<file path="src/rtl/bm_pkg.sv">
package bm_pkg;
  localparam logic [1:0] LEN16 = 2'b00;
  localparam logic [1:0] LEN32 = 2'b01;
  localparam logic [1:0] LEN48 = 2'b10;
  localparam logic [1:0] LEN64 = 2'b11;
  localparam int RUN_BITS = 7;
endpackage

</file>
<file path="src/rtl/bm_len_classify.sv">
module bm_len_classify
  import bm_pkg::*;
#(
  parameter int PW = 16
) (
  input  logic [PW-1:0] parcel,
  output logic [1:0]    code,
  output logic          unsup
);
  logic [3:0] run;

  // count ones from bit 0, saturating at RUN_BITS
  always_comb begin
    logic going;
    run   = '0;
    going = 1'b1;
    for (int b = 0; b < RUN_BITS; b++) begin
      if (going && parcel[b]) run = run + 4'd1;
      else going = 1'b0;
    end
  end

  always_comb begin
    if (run <= 4'd1)      code = LEN16;
    else if (run <= 4'd4) code = LEN32;
    else if (run == 4'd5) code = LEN48;
    else                  code = LEN64;
    unsup = (run >= 4'd5);
  end

  always_comb begin
    if (!parcel[0] || !parcel[1]) begin
      AST_SHORT_FORM: assert (code == LEN16);
    end
  end
endmodule

</file>
<file path="src/rtl/bm_walk.sv">
module bm_walk
  import bm_pkg::*;
#(
  parameter int NP = 16
) (
  input  logic                 cont,
  input  logic [NP-1:0][1:0]   code,
  input  logic [NP-1:0]        unsup,
  output logic [NP-1:0]        start,
  output logic [2*NP-1:0]      lens,
  output logic                 spill,
  output logic                 bad
);
  always_comb begin
    logic nxt;
    start = '0;
    lens  = '0;
    bad   = 1'b0;
    nxt   = !cont;
    for (int i = 0; i < NP; i++) begin
      start[i] = nxt;
      if (nxt) begin
        lens[2*i +: 2] = code[i];
        bad            = bad | unsup[i];
        nxt            = (code[i] != LEN32);
      end else begin
        nxt = 1'b1;
      end
    end
    spill = start[NP-1] && (code[NP-1] == LEN32);
  end
endmodule

</file>
<file path="src/rtl/bm_carry.sv">
module bm_carry #(
  parameter int PW = 16
) (
  input  logic          clk,
  input  logic          rst,
  input  logic          flush,
  input  logic          accept,
  input  logic          spill_next,
  input  logic [PW-1:0] last_parcel,
  output logic          cont_q,
  output logic [PW-1:0] head_q
);
  always_ff @(posedge clk) begin
    if (rst || flush) begin
      cont_q <= 1'b0;
      head_q <= '0;
    end else if (accept) begin
      cont_q <= spill_next;
      head_q <= last_parcel;
    end
  end

  AST_CARRY_KEPT: assert property (@(posedge clk) disable iff (rst)
    (!accept && !flush) |=> $stable(cont_q) && $stable(head_q));

  AST_FLUSH_DROPS_CARRY: assert property (@(posedge clk) disable iff (rst)
    flush |=> !cont_q);
endmodule

</file>
<file path="src/rtl/boundary_marker.sv">
module boundary_marker
  import bm_pkg::*;
#(
  parameter int LINE_BYTES = 32,
  parameter int PW         = 16
) (
  input  logic                      clk,
  input  logic                      rst,
  input  logic                      flush,
  input  logic                      in_valid,
  input  logic [LINE_BYTES*8-1:0]   in_line,
  output logic                      in_ready,
  input  logic                      out_ready,
  output logic                      out_valid,
  output logic [LINE_BYTES*8/PW-1:0]   mark_start,
  output logic [2*LINE_BYTES*8/PW-1:0] mark_len,
  output logic                      cont_in,
  output logic [PW-1:0]             held_parcel,
  output logic                      spill_out,
  output logic                      bad_len
);
  localparam int NP = LINE_BYTES * 8 / PW;

  logic                accept;
  logic [NP-1:0][1:0]  code;
  logic [NP-1:0]       unsup;
  logic [NP-1:0]       w_start;
  logic [2*NP-1:0]     w_lens;
  logic                w_spill;
  logic                w_bad;
  logic                cont_q;
  logic [PW-1:0]       head_q;

  assign in_ready = !flush && (!out_valid || out_ready);
  assign accept   = in_valid && in_ready;

  for (genvar g = 0; g < NP; g++) begin : g_cls
    bm_len_classify #(.PW(PW)) u_cls (
      .parcel (in_line[g*PW +: PW]),
      .code   (code[g]),
      .unsup  (unsup[g])
    );
  end

  bm_walk #(.NP(NP)) u_walk (
    .cont  (cont_q),
    .code  (code),
    .unsup (unsup),
    .start (w_start),
    .lens  (w_lens),
    .spill (w_spill),
    .bad   (w_bad)
  );

  bm_carry #(.PW(PW)) u_carry (
    .clk         (clk),
    .rst         (rst),
    .flush       (flush),
    .accept      (accept),
    .spill_next  (w_spill),
    .last_parcel (in_line[(NP-1)*PW +: PW]),
    .cont_q      (cont_q),
    .head_q      (head_q)
  );

  always_ff @(posedge clk) begin
    if (rst || flush)   out_valid <= 1'b0;
    else if (accept)    out_valid <= 1'b1;
    else if (out_ready) out_valid <= 1'b0;
  end

  always_ff @(posedge clk) begin
    if (rst) begin
      mark_start  <= '0;
      mark_len    <= '0;
      cont_in     <= 1'b0;
      held_parcel <= '0;
      spill_out   <= 1'b0;
      bad_len     <= 1'b0;
    end else if (accept) begin
      mark_start  <= w_start;
      mark_len    <= w_lens;
      cont_in     <= cont_q;
      held_parcel <= head_q;
      spill_out   <= w_spill;
      bad_len     <= w_bad;
    end
  end

  AST_CONT_NOT_START: assert property (@(posedge clk) disable iff (rst)
    (out_valid && cont_in) |-> !mark_start[0]);

  AST_SPILL_IS_LAST32: assert property (@(posedge clk) disable iff (rst)
    (out_valid && spill_out) |-> (mark_start[NP-1] && mark_len[2*NP-1 -: 2] == LEN32));

  AST_STALL_HOLDS: assert property (@(posedge clk) disable iff (rst)
    (out_valid && !out_ready && !flush) |=> (out_valid && $stable(mark_start)
      && $stable(mark_len) && $stable(cont_in) && $stable(bad_len)));

  AST_FLUSH_EMPTIES: assert property (@(posedge clk) disable iff (rst)
    flush |=> !out_valid);

  for (genvar i = 0; i < NP; i++) begin : g_ast
    AST_IDLE_LEN_ZERO: assert property (@(posedge clk) disable iff (rst)
      (out_valid && !mark_start[i]) |-> (mark_len[2*i +: 2] == LEN16));
    if (i < NP - 1) begin : g_follow
      AST_AFTER32_NOT_START: assert property (@(posedge clk) disable iff (rst)
        (out_valid && mark_start[i] && mark_len[2*i +: 2] == LEN32) |-> !mark_start[i+1]);
    end
  end
endmodule

</file>
<file path="config.mk">
export PLATFORM = sky130hd
export DESIGN_NAME = boundary_marker
export DESIGN_NICKNAME = d
export VERILOG_FILES = /design/src/rtl/bm_pkg.sv /design/src/rtl/bm_len_classify.sv /design/src/rtl/bm_walk.sv /design/src/rtl/bm_carry.sv /design/src/rtl/boundary_marker.sv
export SDC_FILE = /design/constraint.sdc
export NUM_CORES = 1
export LEC_CHECK = 0
export BUFFER_PORTS_ARGS = -buffer_cell sky130_fd_sc_hd__buf_2
export CAP_MARGIN = 15
export CORE_ASPECT_RATIO = 0.7
export CORE_MARGIN = 1
export CORE_UTILIZATION = 39
export DETAILED_ROUTE_END_ITERATION = 10
export PLACE_DENSITY_LB_ADDON = 0.2
export SLEW_MARGIN = 20
export SYNTH_ARGS = -nofsm -noshare
export SYNTH_HDL_FRONTEND = slang
export SYNTH_SLANG_ARGS = --single-unit
</file>
<file path="constraint.sdc">
create_clock -name clk -period 12.7 [get_ports clk]
set_input_delay 1.905 -clock clk [delete_from_list [all_inputs] [get_ports clk]]
set_output_delay 1.905 -clock clk [all_outputs]
set_load 0.02 [all_outputs]
</file>
After elaboration in Yosys (flattened, before gate mapping):

Cells that the tools add are included.

* register bits after elaboration: 85
* input bits: 261
* output and inout port bits: 69
* word-level logic and storage cells: 610

* add/sub/neg operators: 96
* order comparisons: 48
* equal/unequal tests: 32
* mux-type cells: 305
* bitwise gates (word level): 15
* reductions and logical operators: 105

Operators by type and width (number)
* adder 4 x 1 -> 4 bit (second input constant): 96
* 2-to-1 mux 4 bit: 96
* 2-to-1 mux 1 bit: 161
* logical AND 1 bit: 99
* 2-to-1 mux 2 bit: 48
* == test 4 x 3 -> 1 bit (second input constant): 16
* >= comparator 4 x 3 -> 1 bit (second input constant): 16
* less-or-equal comparator 4 x 1 -> 1 bit (second input constant): 16
* less-or-equal comparator 4 x 3 -> 1 bit (second input constant): 16
* != test 2 x 1 -> 1 bit (second input constant): 15
* bitwise OR 1 bit: 15
* zero test 1 bit: 3
* == test 2 x 1 -> 1 bit (second input constant): 1
* logical OR 1 bit: 2
* nonzero test 2 bit: 1

Logic depth before layout (Yosys ltp):

Gate-level depths: netlist of run 1.

* word-level depth: 48
* gate-level depth with buffers: 26
* mapped depth without buffers: 25

Hierarchy:

From an unflattened synthesis of run 1, not the netlist that was laid out.

* cells, all modules: 1390
* area total of the unflattened synthesis: 10885.4 um^2

By module, submodules not included
* bm_len_classify: times used 16, cells an instance 59, area each 409.1 um^2, seq. area each 0.0 um^2
* boundary_marker: times used 1, cells an instance 297, area each 3056.7 um^2, seq. area each 1361.3 um^2
* bm_walk: times used 1, cells an instance 93, area each 653.1 um^2, seq. area each 0.0 um^2
* bm_carry: times used 1, cells an instance 56, area each 629.4 um^2, seq. area each 340.3 um^2

Worst setup path after synthesis of run 1:

Ideal clock, no wire load.

* kind: in2reg
* from: in in_line[114]
* to: reg mark_len[27]
* setup time: 0.128 ns
* arrival: 6.126 ns
* required time: 12.572 ns
* slack: 6.446 ns
* stages: 25
* path buffers: 0
* cells stage by stage: nand2b_1 and2_1 ha_1 and3b_1 nor2_1 ha_1 a21o_1 ha_1 nor2_1 a2111oi_0 nor2_1 nand2_1 o21a_1 ha_1 nor2b_1 a21oi_1 nand2b_1 a311o_1 o211ai_1 nor2b_1 o2bb2ai_4 o31a_4 or2_4 a31oi_1 nor2_1

* cells in the longest elaborated chain, start to end: 22
* elaborated cells on any way between the ends: 32
* those cells by class: add/sub (4); order compare (2); eq/ne (2); mux (19); reduce/logical (5)

Ends and longest elaborated chain
* start: declaration: line boundary_marker.sv:11 `input logic [LINE_BYTES*8-1:0] in_line,`
* logical AND 1 bit *: line bm_len_classify.sv:18 `if (going && parcel[b]) run = run + 4'd1;`
* 2-to-1 mux 4 bit or 2-to-1 mux 1 bit (tied branches): line bm_len_classify.sv:18
* adder 4 x 1 -> 4 bit or logical AND 1 bit (tied branches): line bm_len_classify.sv:18
* 2-to-1 mux 4 bit or 2-to-1 mux 1 bit (tied branches): line bm_len_classify.sv:18
* adder 4 x 1 -> 4 bit or logical AND 1 bit (tied branches): line bm_len_classify.sv:18
* 2-to-1 mux 4 bit or 2-to-1 mux 1 bit (tied branches): line bm_len_classify.sv:18
* adder 4 x 1 -> 4 bit or logical AND 1 bit (tied branches): line bm_len_classify.sv:18
* 2-to-1 mux 4 bit or 2-to-1 mux 1 bit (tied branches): line bm_len_classify.sv:18
* adder 4 x 1 -> 4 bit or logical AND 1 bit (tied branches): line bm_len_classify.sv:18
* 2-to-1 mux 4 bit *: line bm_len_classify.sv:18
* parallel branches: the longest is 3 deep, another holds less-or-equal comparator 4 x 3 -> 1 bit
* 2-to-1 mux 2 bit *: line bm_len_classify.sv:24 `if (run <= 4'd1) code = LEN16;`
* != test 2 x 1 -> 1 bit *: line bm_walk.sv:25 `nxt = (code[i] != LEN32);`
* 2-to-1 mux 1 bit * (6 in series): line bm_walk.sv:22 `if (nxt) begin`
* 2-to-1 mux 2 bit *: line bm_walk.sv:22
* end signal: assignment: line boundary_marker.sv:82 `mark_len <= w_lens;`
* end: declaration: line boundary_marker.sv:16 `output logic [2*LINE_BYTES*8/PW-1:0] mark_len,`

Mark *: on every way between the ends.
A chain may end at the register's enable or synchronous reset.

Worst setup path after layout of run 1:

* from: in in_line[114]
* to: reg bad_len

* cells in the longest elaborated chain, start to end: 31
* elaborated cells on any way between the ends: 52
* those cells by class: add/sub (4); order compare (3); eq/ne (2); mux (29); bitwise (9); reduce/logical (5)

Ends and longest elaborated chain
* logical AND 1 bit *: line bm_len_classify.sv:18
* 2-to-1 mux 4 bit or 2-to-1 mux 1 bit (tied branches): line bm_len_classify.sv:18
* adder 4 x 1 -> 4 bit or logical AND 1 bit (tied branches): line bm_len_classify.sv:18
* 2-to-1 mux 4 bit or 2-to-1 mux 1 bit (tied branches): line bm_len_classify.sv:18
* adder 4 x 1 -> 4 bit or logical AND 1 bit (tied branches): line bm_len_classify.sv:18
* 2-to-1 mux 4 bit or 2-to-1 mux 1 bit (tied branches): line bm_len_classify.sv:18
* adder 4 x 1 -> 4 bit or logical AND 1 bit (tied branches): line bm_len_classify.sv:18
* 2-to-1 mux 4 bit or 2-to-1 mux 1 bit (tied branches): line bm_len_classify.sv:18
* adder 4 x 1 -> 4 bit or logical AND 1 bit (tied branches): line bm_len_classify.sv:18
* 2-to-1 mux 4 bit *: line bm_len_classify.sv:18
* parallel branches: the longest is 20 deep, another holds less-or-equal comparator 4 x 3 -> 1 bit
* 2-to-1 mux 1 bit *: line bm_walk.sv:22
* end signal: assignment: line boundary_marker.sv:86 `bad_len <= w_bad;`
* end: declaration: line boundary_marker.sv:20 `output logic bad_len`

Marks and branches as above.

==> results of run 1 <==
-- power by group --
group | internal (uW) | leakage (uW) | switching [uW]
Sequential | 274 | 0.000690 | 4.27
Clock | 153 | 0.000146 | 112
Combinational | 86.0 | 0.00376 | 134
Total | 513 | 0.00460 | 250
-- worst paths after layout --
check,from,cells past startpoint,slack (ps),endpoint
worst max-delay path,in_line[114],26,5950,bad_len
worst min-delay path,u_carry.head_q[4],2,450,held_parcel[4]
worst max register to register,u_carry.cont_q,8,10180,bad_len
worst min register to register,u_carry.head_q[4],2,450,held_parcel[4]
-- final cells by class --
| cell class | count | area (um2) | share of cell area |
|---|---|---|---|
| multi-input combinational | 1003 | 6430 | 0.641 |
| clock inverter | 7 | 73.8 | 0.00736 |
| tap | 276 | 345 | 0.0344 |
| timing repair buffer | 197 | 993 | 0.0990 |
| inverter | 70 | 263 | 0.0262 |
| sequential | 85 | 1700 | 0.170 |
| clock buffer | 9 | 225 | 0.0224 |
-- routing by layer --
| metal | up-vias | part of all wire | track usage |
|---|---|---|---|
| met4 | 0 | 0.0089 | 0.0314 |
| met1 | 4156 | 0.52 | 0.309 |
| met2 | 221 | 0.41 | 0.310 |
| li1 | 4651 | - | - |
| met5 | - | 0 | 0 |
| met3 | 14 | 0.060 | 0.0341 |
-- cell usage after synthesis (20+ instances only) --
cell type / count / area, um2
sky130_fd_sc_hd__nor2b_1: 22 / 138
sky130_fd_sc_hd__dfxtp_1: 85 / 1700
sky130_fd_sc_hd__ha_1: 64 / 801
sky130_fd_sc_hd__nand2b_1: 21 / 131
sky130_fd_sc_hd__and2_1: 28 / 175
sky130_fd_sc_hd__nand2_1: 215 / 807
sky130_fd_sc_hd__mux2i_1: 34 / 340
sky130_fd_sc_hd__clkbuf_1: 30 / 113
sky130_fd_sc_hd__nand3_1: 26 / 130
sky130_fd_sc_hd__a21boi_0: 24 / 180
sky130_fd_sc_hd__inv_1: 69 / 259
sky130_fd_sc_hd__a211oi_1: 20 / 150
sky130_fd_sc_hd__o21ai_0: 52 / 260
sky130_fd_sc_hd__nor3_1: 25 / 125
sky130_fd_sc_hd__nor2_1: 94 / 353
sky130_fd_sc_hd__a21oi_1: 106 / 531
-- cell families (layout without fill, tap and decap cells) --
kind of cell,Yosys count,count (layout),synth area share
xor+xnor,27,27,0.0277
flops,85,85,0.199
buf+inv,109,283,0.0493
compound gates,340,340,0.273
mux,46,46,0.0556
simple gates,526,526,0.302
fa+ha+maj,64,64,0.0937
-- registers in the layout, summed over array words and instances (netlist names) --
name	count
mark_len	32
held_parcel	16
cont_in	1
bad_len	1
u_carry.head_q	16
mark_start	16
u_carry.cont_q	1
spill_out	1
out_valid	1
-- placed cells by master, fill, tap and decap left out, drive strengths merged, types with 14 or more instances in the layout --
master	Yosys	routed
nand2	215	215
buf	8	197
a21oi	109	109
nor2	94	94
dfxtp	85	85
inv	70	72
ha	64	64
o21ai	56	56
mux2i	34	34
and2	29	29
nor3	27	27
nand3	26	26
a21boi	25	25
a211oi	25	25
nor2b	22	22
nand2b	21	21
a31oi	18	18
nand4	16	16
o21a	15	15
xnor2	14	14
-- per-stage QoR --
step	power (uW)	instance area (um2)	setup WS, ps
2_1_floorplan	430	8550	6450
3_3_place_gp	499	9740	5580
3_5_place_dp	503	9740	5630
4_1_cts	770	10000	5950
5_1_grt	810	10000	5540
6_report	763	10000	5950
-- worst max-delay path, delay by kind of cell --
family,cells,cell delay (ps)
buffers and inverters,1,110
and+or+nand+nor,10,1290
AOI/OAI and AO/OA,11,2620
adders and majority gates,4,1010
==> impl_metrics.tcl, run 1 <==
set metrics [dict create \
    run_status "complete, no violations" \
    vdd_drop_max_v 0.0000590 \
    ys_seq_elements 85 \
    grt_antenna_before_repair 0 \
    crit_fanout 4 \
    finalClockSkew_ps 8.55 \
    post_route_cells_drive_above_1_share 0.196 \
    tightestPinTransition_ps 775 \
    crit_type "in -> reg" \
    finish.utilization 0.476 \
    netlist_area_mm2 0.00855 \
    postRouteAntennaNets 0 \
    placement_rows 44 \
    design.portCount 330 \
    finalHoldWorstSlack_ps 449 \
    maxCapViolCount 0 \
    clk_path_buf_depth 2 \
    avgViaCountPerCell 5.49 \
    vias_in_the_first_global_route 7860 \
    rsz0062_at_grt "no" \
    synth_enable_flop_cells 0 \
    totalNegativeSetupSlack_ps 0 \
    syn_nets 1522 \
    class_of_the_tightest_hold_or_removal_check "reg -> reg" \
    synth_sequential_area_ratio 0.199 \
    finalWorstPathRequiredPeriod_ps 6750 \
    worst_path_most_repeated_cell "sky130_fd_sc_hd__ha_1" \
    per_instance_average_area_after_synthesis_um2 7.14 \
    die_width_um 179 \
    hpwl_after_detailed_placement_um 18700 \
    n_fill_cell 2192 \
    sinks_on_the_clock_net 85 \
    power_leakage_uw 0.00460 \
    wl_per_cell_um 14.2 \
    placer_congestion_estimate 0.929 \
    setup_violating_endpoint_count_in_the_final_report 0 \
    dieArea_mm2 0.0225 \
    grt_start_max_net_pins 72 \
    max_slew_margin_vs_limit 0.483 \
    cp_slowest_cell "sky130_fd_sc_hd__a2111oi_0" \
    maxSlewViolCount 0 \
    synth-main-ff-cell "sky130_fd_sc_hd__dfxtp_1" \
    critPathCaptureType "flop" \
    resized_cells_post_cts 0 \
    fin_cells 1647 \
    worstSetupStartpointType "primary input" \
    yosys_warnings 0 \
    track_usage 0.206 \
    drc 0 \
    floorplan.core_area_mm2 0.0211 \
    grt_pass1_wl_um 38400 \
    insertion_delay_ps 330 \
    drt-pass1-iter-count 5 \
    die_h_um 126 \
    port_buffers 194 \
    async_flop_share 0 \
    dr_total_vias 9042 \
    place.detailed.instances 1631 \
    achievable-frequency_mhz 148 \
    cts_hold_repair.buffers 0 \
    routed_wirelength_um 23400 \
    cts_made_buffers 9 \
    design.final.nets 1691 \
    timing.critical_path.slowest_cell_delay_ps 550 \
    areaGrowthSynthToFinish_pct 17.4 \
    synthesis.instances 1197 \
    dr.first_iter.drc_count 585 \
    post_cts.repair.setup_buffers 0 \
    cts_tree "yes" \
    clock_tree.root_cell "sky130_fd_sc_hd__clkbuf_16" \
    count_of_distinct_cell_types_in_the_synthesized_netlist 94 \
    ratio_of_total_power_to_cell_area_mw_per_mm2 76.0 \
    overflow 0 \
    clk_pin_slew_ps 60 \
    critPathArrivalTime_ps 6960 \
    antenna_cells 0 \
    cp.required_ps 12910 \
    timing.final.crit_share 0.531 \
    cts_max_level 3 \
    final-hold-violation-count 0 \
    initial_core_utilization 0.405 \
]
No activity file was read; power rests on OpenSTA's default activity.
==> run 2: changes to the inputs <==
- clock period: 12.7 -> 6.4 ns (I/O delays scaled with it)
==> run 2 against run 1 <==
Compared with the run above:
- clock skew decreased by 2.9 ps
- worst hold slack got worse by 1.1 ps
- final cell count increased by 0.12%
- count of clock-buffer cells in the layout unchanged
- wire length increased by 1.7%
- total power increased by 100%
- final area increased by 0.22%
- first-iteration DRC count decreased by 6.0%
- register-to-register slack got worse by 6200 ps
- sequential power increased by 99%
- non-clock buffer count increased by 2
==> impl_metrics.tcl, run 2 (same netlist as run 1, synthesis figures left out) <==
set metrics [dict create \
    run_status "complete, no violations" \
    resized_cells_post_cts 0 \
    achievable-frequency_mhz 171 \
    initial_core_utilization 0.405 \
    totalNegativeSetupSlack_ps 0 \
    rsz0062_at_grt "no" \
    reg2reg_depth 8 \
    floorplan.core_area_mm2 0.0211 \
    final-hold-violation-count 0 \
    overflow 0 \
    drt-pass1-iter-count 5 \
    clk_path_buf_depth 2 \
    design.final.nets 1693 \
    setup_violating_endpoint_count_in_the_final_report 0 \
    cts_hold_repair.buffers 0 \
    max_slew_margin_vs_limit 0.402 \
    vdd_drop_max_v 0.000118 \
    postRouteAntennaNets 0 \
    clock_tree.root_cell "sky130_fd_sc_hd__clkbuf_16" \
    cp_slowest_cell "sky130_fd_sc_hd__a311oi_1" \
    antenna_cells 0 \
    layout.cells.most_common_list "sky130_fd_sc_hd__nand2_1, sky130_fd_sc_hd__buf_2, sky130_fd_sc_hd__a21oi_1, sky130_fd_sc_hd__nor2_1, sky130_fd_sc_hd__dfxtp_1" \
    design.portCount 330 \
    critPathArrivalTime_ps 6060 \
    ratio_of_total_power_to_cell_area_mw_per_mm2 152 \
    wl_per_cell_um 14.5 \
    grt_pass1_wl_um 38800 \
    dr_total_vias 8985 \
    cts_tree "yes" \
    worst_path_most_repeated_cell "sky130_fd_sc_hd__ha_1" \
    finalWorstPathRequiredPeriod_ps 5850 \
    tightestPinTransition_ps 897 \
    dr.first_iter.drc_count 550 \
    post_route_cells_drive_above_1_share 0.197 \
    routed_wirelength_um 23800 \
    vias_in_the_first_global_route 7927 \
    regToRegStartpoint "u_carry.cont_q" \
    grt_start_max_net_pins 89 \
    worstSetupStartpointType "primary input" \
    timing.hold.worst.start "mark_len[8]" \
    class_of_the_tightest_hold_or_removal_check "reg -> reg" \
    max_ffs_per_register 32 \
    insertion_delay_ps 340 \
    finalHoldWorstSlack_ps 448 \
    placer_congestion_estimate 0.902 \
    port_buffers 194 \
    timing.critical_path.slowest_cell_delay_ps 570 \
    cts_made_buffers 9 \
    placement_rows 44 \
    maxSlewViolCount 0 \
    hold-path-endpoint "mark_len[8]" \
    timing.critical_path.cells "buf_2, inv_1, a21oi_1, ha_1, inv_1, a21oi_1, ha_1, mux2i_1, a21oi_1, ha_1, mux2i_1, a311oi_1, ha_1, nand3b_1, a211oi_4, xnor2_1, nor3_2, o21ai_2, a31oi_2, nor3_1, nor3_1, o221ai_1, o221ai_1, o211ai_1" \
    sinks_on_the_clock_net 85 \
    hpwl_after_detailed_placement_um 18900 \
    critPathCaptureType "flop" \
    fin_cells 1649 \
    drc 0 \
    grt_antenna_before_repair 0 \
    track_usage 0.208 \
    avgViaCountPerCell 5.45 \
    clk_pin_slew_ps 60 \
    most_common_cell_after_layout_fill_and_taps_aside "sky130_fd_sc_hd__nand2_1" \
    areaGrowthSynthToFinish_pct 17.7 \
    hold_depth 2 \
    crit_type "in -> reg" \
    place.detailed.instances 1633 \
    timing.final.crit_share 0.913 \
    registers.top_by_ff_count "mark_len" \
    r2r_end "bad_len" \
    cts_max_level 3 \
    die_h_um 126 \
    dieArea_mm2 0.0225 \
    reg2reg_setup_slack_ps 3950 \
    die_width_um 179 \
    power_leakage_uw 0.00461 \
    post_cts.repair.setup_buffers 0 \
    finish.utilization 0.477 \
    maxCapViolCount 0 \
    crit_fanout 6 \
    finalClockSkew_ps 5.64 \
    cp.required_ps 6620 \
]
run 2: cell types whose count changed in the layout (fill, tap and decap cells not counted), sizes merged:
cell	delta
buf	+2
run 2: worst max-delay path by stage:
stage | startpoint | end | cells after the start
finish | in_line[2] | bad_len | 24
global route | in_line[0] | bad_len | 24
CTS | in_line[2] | bad_len | 24
detailed placement | in_line[2] | bad_len | 24
global placement | in_line[114] | bad_len | 26
floorplan | in_line[114] | mark_len[27] | 25
run 2: power breakdown:
part | switching [uW] | internal [uW] | total [uW]
Clock | 232 | 307 | 539
Sequential | 8.76 | 543 | 552
Combinational | 266 | 172 | 438
Total | 506 | 1020 | 1530
run 2: layout make-up:
| type | instances | area (um2) |
|---|---|---|
| multi-input cells | 1003 | 6430 |
| clock buffers | 9 | 225 |
| fillers | 2181 | 11000 |
| repair buffers | 199 | 1010 |
| inverters | 70 | 263 |
| clock inverters | 7 | 81.3 |
| flip-flops and latches | 85 | 1700 |
| well taps | 276 | 345 |
run 2: layer usage:
layer / wire, um / GRT usage / vias to the layer above
li1: - / - / 4651
met1: 12600 / 0.314 / 4129
met2: 9860 / 0.313 / 190
met3: 1230 / 0.0302 / 15
met4: 172 / 0.0339 / 0
met5: 0 / 0 / -
run 2: through the flow:
stage / area, um2 / worst slack [ps] / total power [uW]
CTS: 10100 / 663 / 1540
global placement: 9750 / 410 / 991
global route: 10100 / 272 / 1620
finish: 10100 / 555 / 1530
floorplan: 8550 / 1090 / 853
detailed placement: 9750 / 316 / 999
run 2: worst max-delay path, delay by kind of cell:
family	cells	cell delay (ps)
fa+ha+maj	4	1200
buf+inv	3	270
compound gates	10	2350
xor+xnor	1	140
simple gates	4	890
mux	2	240
